===== src/rtl/xcm_pkg.sv =====
package xcm_pkg;

  // Position of the current pass within an integration
  typedef struct packed {
    logic first;
    logic last;
  } pass_pos_t;

  // Address width that also works for a single-entry RAM
  function automatic int unsigned addr_bits(input int unsigned n);
    return (n > 1) ? $clog2(n) : 1;
  endfunction

endpackage


===== src/rtl/xcm_cmul.sv =====
module xcm_cmul #(
  parameter int unsigned SW = 2,
  parameter int unsigned PW = 5
) (
  input  logic [2*SW-1:0]       a,
  input  logic [2*SW-1:0]       b,
  output logic signed [PW-1:0]  p_re,
  output logic signed [PW-1:0]  p_im
);
  logic signed [PW-1:0] ar, ai, br, bi;

  always_comb begin
    ar = {{(PW-SW){a[2*SW-1]}}, a[2*SW-1:SW]};
    ai = {{(PW-SW){a[SW-1]}},   a[SW-1:0]};
    br = {{(PW-SW){b[2*SW-1]}}, b[2*SW-1:SW]};
    bi = {{(PW-SW){b[SW-1]}},   b[SW-1:0]};
    // a * conj(b)
    p_re = ar * br + ai * bi;
    p_im = ai * br - ar * bi;
  end
endmodule


===== src/rtl/xcm_seq.sv =====
module xcm_seq import xcm_pkg::*; #(
  parameter int unsigned NUM_ACC = 8,
  parameter int unsigned PASS_W  = 16,
  parameter int unsigned ADDR_W  = addr_bits(NUM_ACC)
) (
  input  logic              clk,
  input  logic              rst_n,
  input  logic              step,
  input  logic [PASS_W-1:0] passes,
  output logic [ADDR_W-1:0] addr,
  output pass_pos_t         pos
);
  localparam logic [ADDR_W-1:0] LAST_ADDR = ADDR_W'(NUM_ACC - 1);

  logic [ADDR_W-1:0] addr_q;
  logic [PASS_W-1:0] pass_q;
  logic [PASS_W-1:0] len_m1;
  logic              wrap;

  always_comb begin
    len_m1    = (passes == '0) ? '0 : passes - PASS_W'(1);
    pos.first = (pass_q == '0);
    pos.last  = (pass_q >= len_m1);
    wrap      = (addr_q == LAST_ADDR);
  end

  always_ff @(posedge clk) begin
    if (!rst_n) begin
      addr_q <= '0;
      pass_q <= '0;
    end else if (step) begin
      addr_q <= wrap ? '0 : addr_q + ADDR_W'(1);
      if (wrap) pass_q <= pos.last ? '0 : pass_q + PASS_W'(1);
    end
  end

  assign addr = addr_q;

  assert_addr_range_R3: assert property (@(posedge clk) disable iff (!rst_n)
    addr_q <= LAST_ADDR);

  assert_addr_wrap_R3: assert property (@(posedge clk) disable iff (!rst_n)
    step && wrap |=> addr_q == '0);

  assert_pass_restart_R4: assert property (@(posedge clk) disable iff (!rst_n)
    step && wrap && pos.last |=> pos.first);
endmodule


===== src/rtl/xcm_sat_lane.sv =====
module xcm_sat_lane #(
  parameter int unsigned PW = 5,
  parameter int unsigned AW = 16
) (
  input  logic                 first,
  input  logic [AW-1:0]        old,
  input  logic signed [PW-1:0] prod,
  output logic [AW-1:0]        sum,
  output logic                 ovf
);
  logic [AW:0] ext_old, ext_p, raw;

  always_comb begin
    ext_old = {old[AW-1], old};
    ext_p   = {{(AW+1-PW){prod[PW-1]}}, prod};
    raw     = first ? ext_p : ext_old + ext_p;
    ovf     = (raw[AW] != raw[AW-1]);
    if (ovf) sum = raw[AW] ? {1'b1, {(AW-1){1'b0}}} : {1'b0, {(AW-1){1'b1}}};
    else     sum = raw[AW-1:0];
  end
endmodule


===== src/rtl/xcm_acc_ram.sv =====
module xcm_acc_ram #(
  parameter int unsigned DEPTH = 8,
  parameter int unsigned AW    = 3,
  parameter int unsigned DW    = 32
) (
  input  logic          clk,
  input  logic          rd_en,
  input  logic [AW-1:0] rd_addr,
  output logic [DW-1:0] rd_data,
  input  logic          wr_en,
  input  logic [AW-1:0] wr_addr,
  input  logic [DW-1:0] wr_data
);
  logic [DW-1:0] mem [DEPTH];
  logic [DW-1:0] rd_q;

  always_ff @(posedge clk) begin
    if (wr_en) mem[wr_addr] <= wr_data;
    // a write landing on the address being read is forwarded
    if (rd_en) rd_q <= (wr_en && wr_addr == rd_addr) ? wr_data : mem[rd_addr];
  end

  assign rd_data = rd_q;
endmodule


===== src/rtl/xcm_corr_cell.sv =====
module xcm_corr_cell import xcm_pkg::*; #(
  parameter int unsigned SAMPLE_W = 2,
  parameter int unsigned PROD_W   = 5,
  parameter int unsigned ACC_W    = 16,
  parameter int unsigned NUM_ACC  = 8,
  parameter int unsigned PASS_W   = 16,
  localparam int unsigned ADDR_W  = addr_bits(NUM_ACC),
  localparam int unsigned WORD_W  = 2 * ACC_W
) (
  input  logic                  clk,
  input  logic                  rst_n,
  input  logic [PASS_W-1:0]     integ_len,
  input  logic                  in_valid,
  output logic                  in_ready,
  input  logic [2*SAMPLE_W-1:0] in_a,
  input  logic [2*SAMPLE_W-1:0] in_b,
  output logic                  out_valid,
  input  logic                  out_ready,
  output logic [WORD_W-1:0]     out_data,
  output logic [ADDR_W-1:0]     out_addr,
  output logic                  ovf_flag
);
  localparam logic [ADDR_W-1:0] LAST_ADDR = ADDR_W'(NUM_ACC - 1);

  logic adv, take;
  logic [ADDR_W-1:0] cur_addr;
  pass_pos_t cur_pos;
  logic signed [PROD_W-1:0] prod_c [2];

  // stage 1: product and address waiting for the RAM word
  logic s1_valid;
  logic [ADDR_W-1:0] s1_addr;
  pass_pos_t s1_pos;
  logic signed [PROD_W-1:0] s1_prod [2];

  logic [WORD_W-1:0] rd_word, new_word;
  logic [1:0] lane_ovf;
  logic wr_en;

  logic out_valid_q, ovf_q;
  logic [WORD_W-1:0] out_data_q;
  logic [ADDR_W-1:0] out_addr_q;

  assign adv      = !out_valid_q || out_ready;
  assign take     = in_valid && adv;
  assign in_ready = adv;
  assign wr_en    = s1_valid && adv;

  xcm_seq #(.NUM_ACC(NUM_ACC), .PASS_W(PASS_W), .ADDR_W(ADDR_W)) seq_i (
    .clk(clk), .rst_n(rst_n), .step(take), .passes(integ_len),
    .addr(cur_addr), .pos(cur_pos)
  );

  xcm_cmul #(.SW(SAMPLE_W), .PW(PROD_W)) cmul_i (
    .a(in_a), .b(in_b), .p_re(prod_c[1]), .p_im(prod_c[0])
  );

  always_ff @(posedge clk) begin
    if (!rst_n) s1_valid <= 1'b0;
    else if (adv) s1_valid <= take;
  end

  always_ff @(posedge clk) begin
    if (take) begin
      s1_addr    <= cur_addr;
      s1_pos     <= cur_pos;
      s1_prod[0] <= prod_c[0];
      s1_prod[1] <= prod_c[1];
    end
  end

  xcm_acc_ram #(.DEPTH(NUM_ACC), .AW(ADDR_W), .DW(WORD_W)) ram_i (
    .clk(clk), .rd_en(take), .rd_addr(cur_addr), .rd_data(rd_word),
    .wr_en(wr_en), .wr_addr(s1_addr), .wr_data(new_word)
  );

  // lane 1 = real (upper half), lane 0 = imaginary (lower half)
  for (genvar g = 0; g < 2; g++) begin : g_lane
    xcm_sat_lane #(.PW(PROD_W), .AW(ACC_W)) lane_i (
      .first(s1_pos.first),
      .old(rd_word[g*ACC_W +: ACC_W]),
      .prod(s1_prod[g]),
      .sum(new_word[g*ACC_W +: ACC_W]),
      .ovf(lane_ovf[g])
    );
  end

  always_ff @(posedge clk) begin
    if (!rst_n) begin
      out_valid_q <= 1'b0;
      ovf_q       <= 1'b0;
    end else begin
      if (adv) out_valid_q <= s1_valid && s1_pos.last;
      if (wr_en && (|lane_ovf)) ovf_q <= 1'b1;
    end
  end

  always_ff @(posedge clk) begin
    if (adv && s1_valid && s1_pos.last) begin
      out_data_q <= new_word;
      out_addr_q <= s1_addr;
    end
  end

  assign out_valid = out_valid_q;
  assign out_data  = out_data_q;
  assign out_addr  = out_addr_q;
  assign ovf_flag  = ovf_q;

  assert_stall_hold_R8: assert property (@(posedge clk) disable iff (!rst_n)
    out_valid && !out_ready |=> out_valid && $stable(out_data) && $stable(out_addr));

  assert_ovf_sticky_R6: assert property (@(posedge clk) disable iff (!rst_n)
    ovf_flag |=> ovf_flag);

  assert_out_addr_R3: assert property (@(posedge clk) disable iff (!rst_n)
    out_valid |-> out_addr <= LAST_ADDR);

  assert_latency_R7: assert property (@(posedge clk) disable iff (!rst_n)
    $rose(out_valid) |-> $past(s1_valid && s1_pos.last));
endmodule


===== config.mk =====
export PLATFORM = sky130hd
export DESIGN_NAME = xcm_corr_cell
export DESIGN_NICKNAME = d
export VERILOG_FILES = /design/src/rtl/xcm_pkg.sv /design/src/rtl/xcm_cmul.sv /design/src/rtl/xcm_seq.sv /design/src/rtl/xcm_sat_lane.sv /design/src/rtl/xcm_acc_ram.sv /design/src/rtl/xcm_corr_cell.sv
export SDC_FILE = /design/constraint.sdc
export NUM_CORES = 1
export LEC_CHECK = 0
export ABC_CLOCK_PERIOD_IN_PS = 5800
export BUFFER_PORTS_ARGS = -buffer_cell sky130_fd_sc_hd__buf_2
export CAP_MARGIN = 20
export CORE_UTILIZATION = 55
export CTS_BUF_LIST = sky130_fd_sc_hd__clkbuf_4 sky130_fd_sc_hd__clkbuf_8
export DETAILED_ROUTE_END_ITERATION = 16
export PLACE_DENSITY = 0.83
export SYNTH_ARGS = -nofsm -noshare
export SYNTH_HDL_FRONTEND = slang
export SYNTH_SLANG_ARGS = --single-unit
export TNS_END_PERCENT = 20

===== constraint.sdc =====
create_clock -name clk -period 5.8 [get_ports clk]
set_clock_uncertainty 0.1 [all_clocks]
set_input_delay 0.87 -clock clk [delete_from_list [all_inputs] [get_ports clk]]
set_output_delay 0.87 -clock clk [all_outputs]
set_load 0.1 [all_outputs]

==> impl_metrics.tcl <==
set metrics [dict create \
    run_status "finished, final reports clean" \
    clk_latency_ns 0.59 \
    ios 66 \
    worstMarginPinSlew_ns 1.06 \
    die_y_um 178 \
    drtIter0Drc 766 \
    area_delta_synth_final_pct 11.6 \
    layout_common_cells "338 x edfxtp_1, 92 x nand2_1, 69 x ha_1, 65 x buf_2, 64 x mux4_2" \
    power_mw 6.31 \
    hold_path.class "flop to flop" \
    cts_resized 0 \
    synth-seq-cells 360 \
    finalSetupTns_ns 0 \
    viasPerCell 6.07 \
    arrival_ns 4.39 \
    place_congestion 0.970 \
    synth_ff_type "edfxtp_1" \
    holdBufCountCts 0 \
    start_kind "flop" \
    yosysWarnings 0 \
    grt_remaining_overflow 0 \
    postCtsSetupBuffers 0 \
    cp_top_family "simple AND/OR/NAND/NOR gates" \
    drc 0 \
    endpoint_kind "flop" \
    period_share 0.731 \
    slowest_delay_ns 0.73 \
    place_ws_ns 1.18 \
    critical-path-slowest-cell "nor3_1" \
    synth_nets 1252 \
    synth_area_um2 17000 \
    core_area_um2 30500 \
    path_common_cell "nor3_1" \
    cts_root_buf "clkbuf_8" \
    layout_commonest_cell "edfxtp_1" \
    synth_edf_count 338 \
    wl_per_cell_um 20.7 \
    power_leakage_nw 6.83 \
    clk_pin_slew_ns 0.06 \
    cts_buffers 56 \
    syn_inst 1147 \
    setup_violations 0 \
    async_reset_ff_frac 0 \
    track_usage 0.230 \
    synth_area_leaders "edfxtp_1 60%, mux4_2 8.5%, ha_1 5.1%, dfxtp_1 2.6%, nand2_1 2.0%" \
    dieWidth_um 178 \
    antenna_found_initial 0 \
    synth_cell_type_count 67 \
    tritoncts "done" \
    dp_hpwl_um 21700 \
    max_slew_margin 0.286 \
    drive_gt1_frac 0.226 \
    rsz0062_at_grt "no" \
    max_freq_mhz 236 \
    path_buf_inv 0 \
    path_cells "ha_1 -> fa_1 -> a211oi_1 -> o21ai_0 -> nand3_1 -> nand4b_2 -> xnor2_2 -> nor3_1 -> nor3_1" \
    ir_drop_uv 164 \
    hold_viol_final 0 \
    finalWorstSetupSlack_ns 1.56 \
    grt_max_degree 50 \
    rows 64 \
    min_period_ns 4.24 \
    r2r_setup_slack_ns 1.56 \
    yosysTopAreaCell "edfxtp_1" \
    cap_violations 0 \
    critPathMaxFanout 9 \
    avgSynthCellArea_um2 14.9 \
    path_depth 9 \
    drt_pass1_iterations 5 \
    r2r_cells 9 \
    grt_pass1_wl_um 55400 \
    grt_pass1_vias 10279 \
    crit_required_ns 5.95 \
    whs_path_depth 1 \
    n_antenna_cell 0 \
    cts_buffer_depth 3 \
    start_util 0.559 \
    fin_nets 1353 \
    p_per_area_nw_per_um2 332 \
    cts_max_level 2 \
    ys_seq_area_frac 0.621 \
    drt_wl_total_um 34900 \
    vias 10245 \
    die_area_um2 31700 \
    io_buffers 65 \
    path_class "flop to flop" \
    maxSlewViolCount 0 \
    cts.sinks 360 \
    ant_nets 0 \
    synth_top_area_share 0.595 \
]
[kinds of logic after synthesis]
| logic type | synth area share |
|---|---|
| buffers and inverters | 0.0172 |
| flip-flops | 0.621 |
| XOR/XNOR | 0.0287 |
| AND/OR/NAND/NOR | 0.0875 |
| multiplexers | 0.117 |
| AO/OA/AOI/OAI | 0.0688 |
| adder cells (fa/ha/maj) | 0.0600 |
[sequential cells by signal, indices dropped and copies added, names as in the netlist, 2 cells and up]
| signal | cells |
|---|---|
| out_addr | 3 |
| seq_i.pass_q | 16 |
| s1_prod | 10 |
| s1_addr | 3 |
| s1_pos | 2 |
| seq_i.addr | 3 |
| ram_i.mem | 256 |
| ram_i.rd_data | 32 |
| out_data | 32 |
[synth_stat cells (all sizes together) (19+ instances only)]
master,instances
mux2i,25
inv,30
xor2,33
nor3,43
nand3,19
ha,69
edfxtp,338
a21oi,31
mux4,64
clkbuf,26
nor2,45
o21ai,32
dfxtp,22
xnor2,22
a21o,19
mux2,24
nand2,92
[per-layer routing]
metal | wire length, um | up-vias | track usage
met5 | 0 | - | 0
met4 | 812 | 0 | 0.0791
met3 | 2450 | 60 | 0.0433
met2 | 16800 | 385 | 0.376
met1 | 14900 | 5092 | 0.311
li1 | - | 4708 | -
[per-stage QoR]
stage	hold slack, ns	util	area (um^2)	cells
3_3_place_gp	0.357	0.586	17900	1583
4_1_cts	0.384	0.623	19000	1686
2_1_floorplan	0.335	-	17100	1147
5_1_grt	0.407	0.624	19000	1688
3_5_place_dp	0.367	0.587	17900	1584
6_report	0.377	0.624	19000	1688
[worst paths after layout]
check,startpoint,end
hold reg to reg,ovf_flag,ovf_flag
setup reg to reg,s1_prod[0][0],ram_i.mem[5][2]
setup / recovery,s1_prod[0][0],ram_i.mem[5][2]
hold / removal,ovf_flag,ovf_flag
[cell type report]
cell class,instances,area [um^2]
Fill cell,2181,11500
Multi-Input combinational cell,714,6220
Sequential cell,360,10600
Inverter,31,116
Timing Repair Buffer,85,489
Clock buffer,83,992
Clock inverter,19,121
Tap cell,396,495
[where the power goes]
part           internal [mW]  switching, mW
combinational          0.413          0.713
clock                   1.14          0.953
sequential              3.03         0.0651
total                   4.58           1.73
Power figures use the tool's default switching activity.
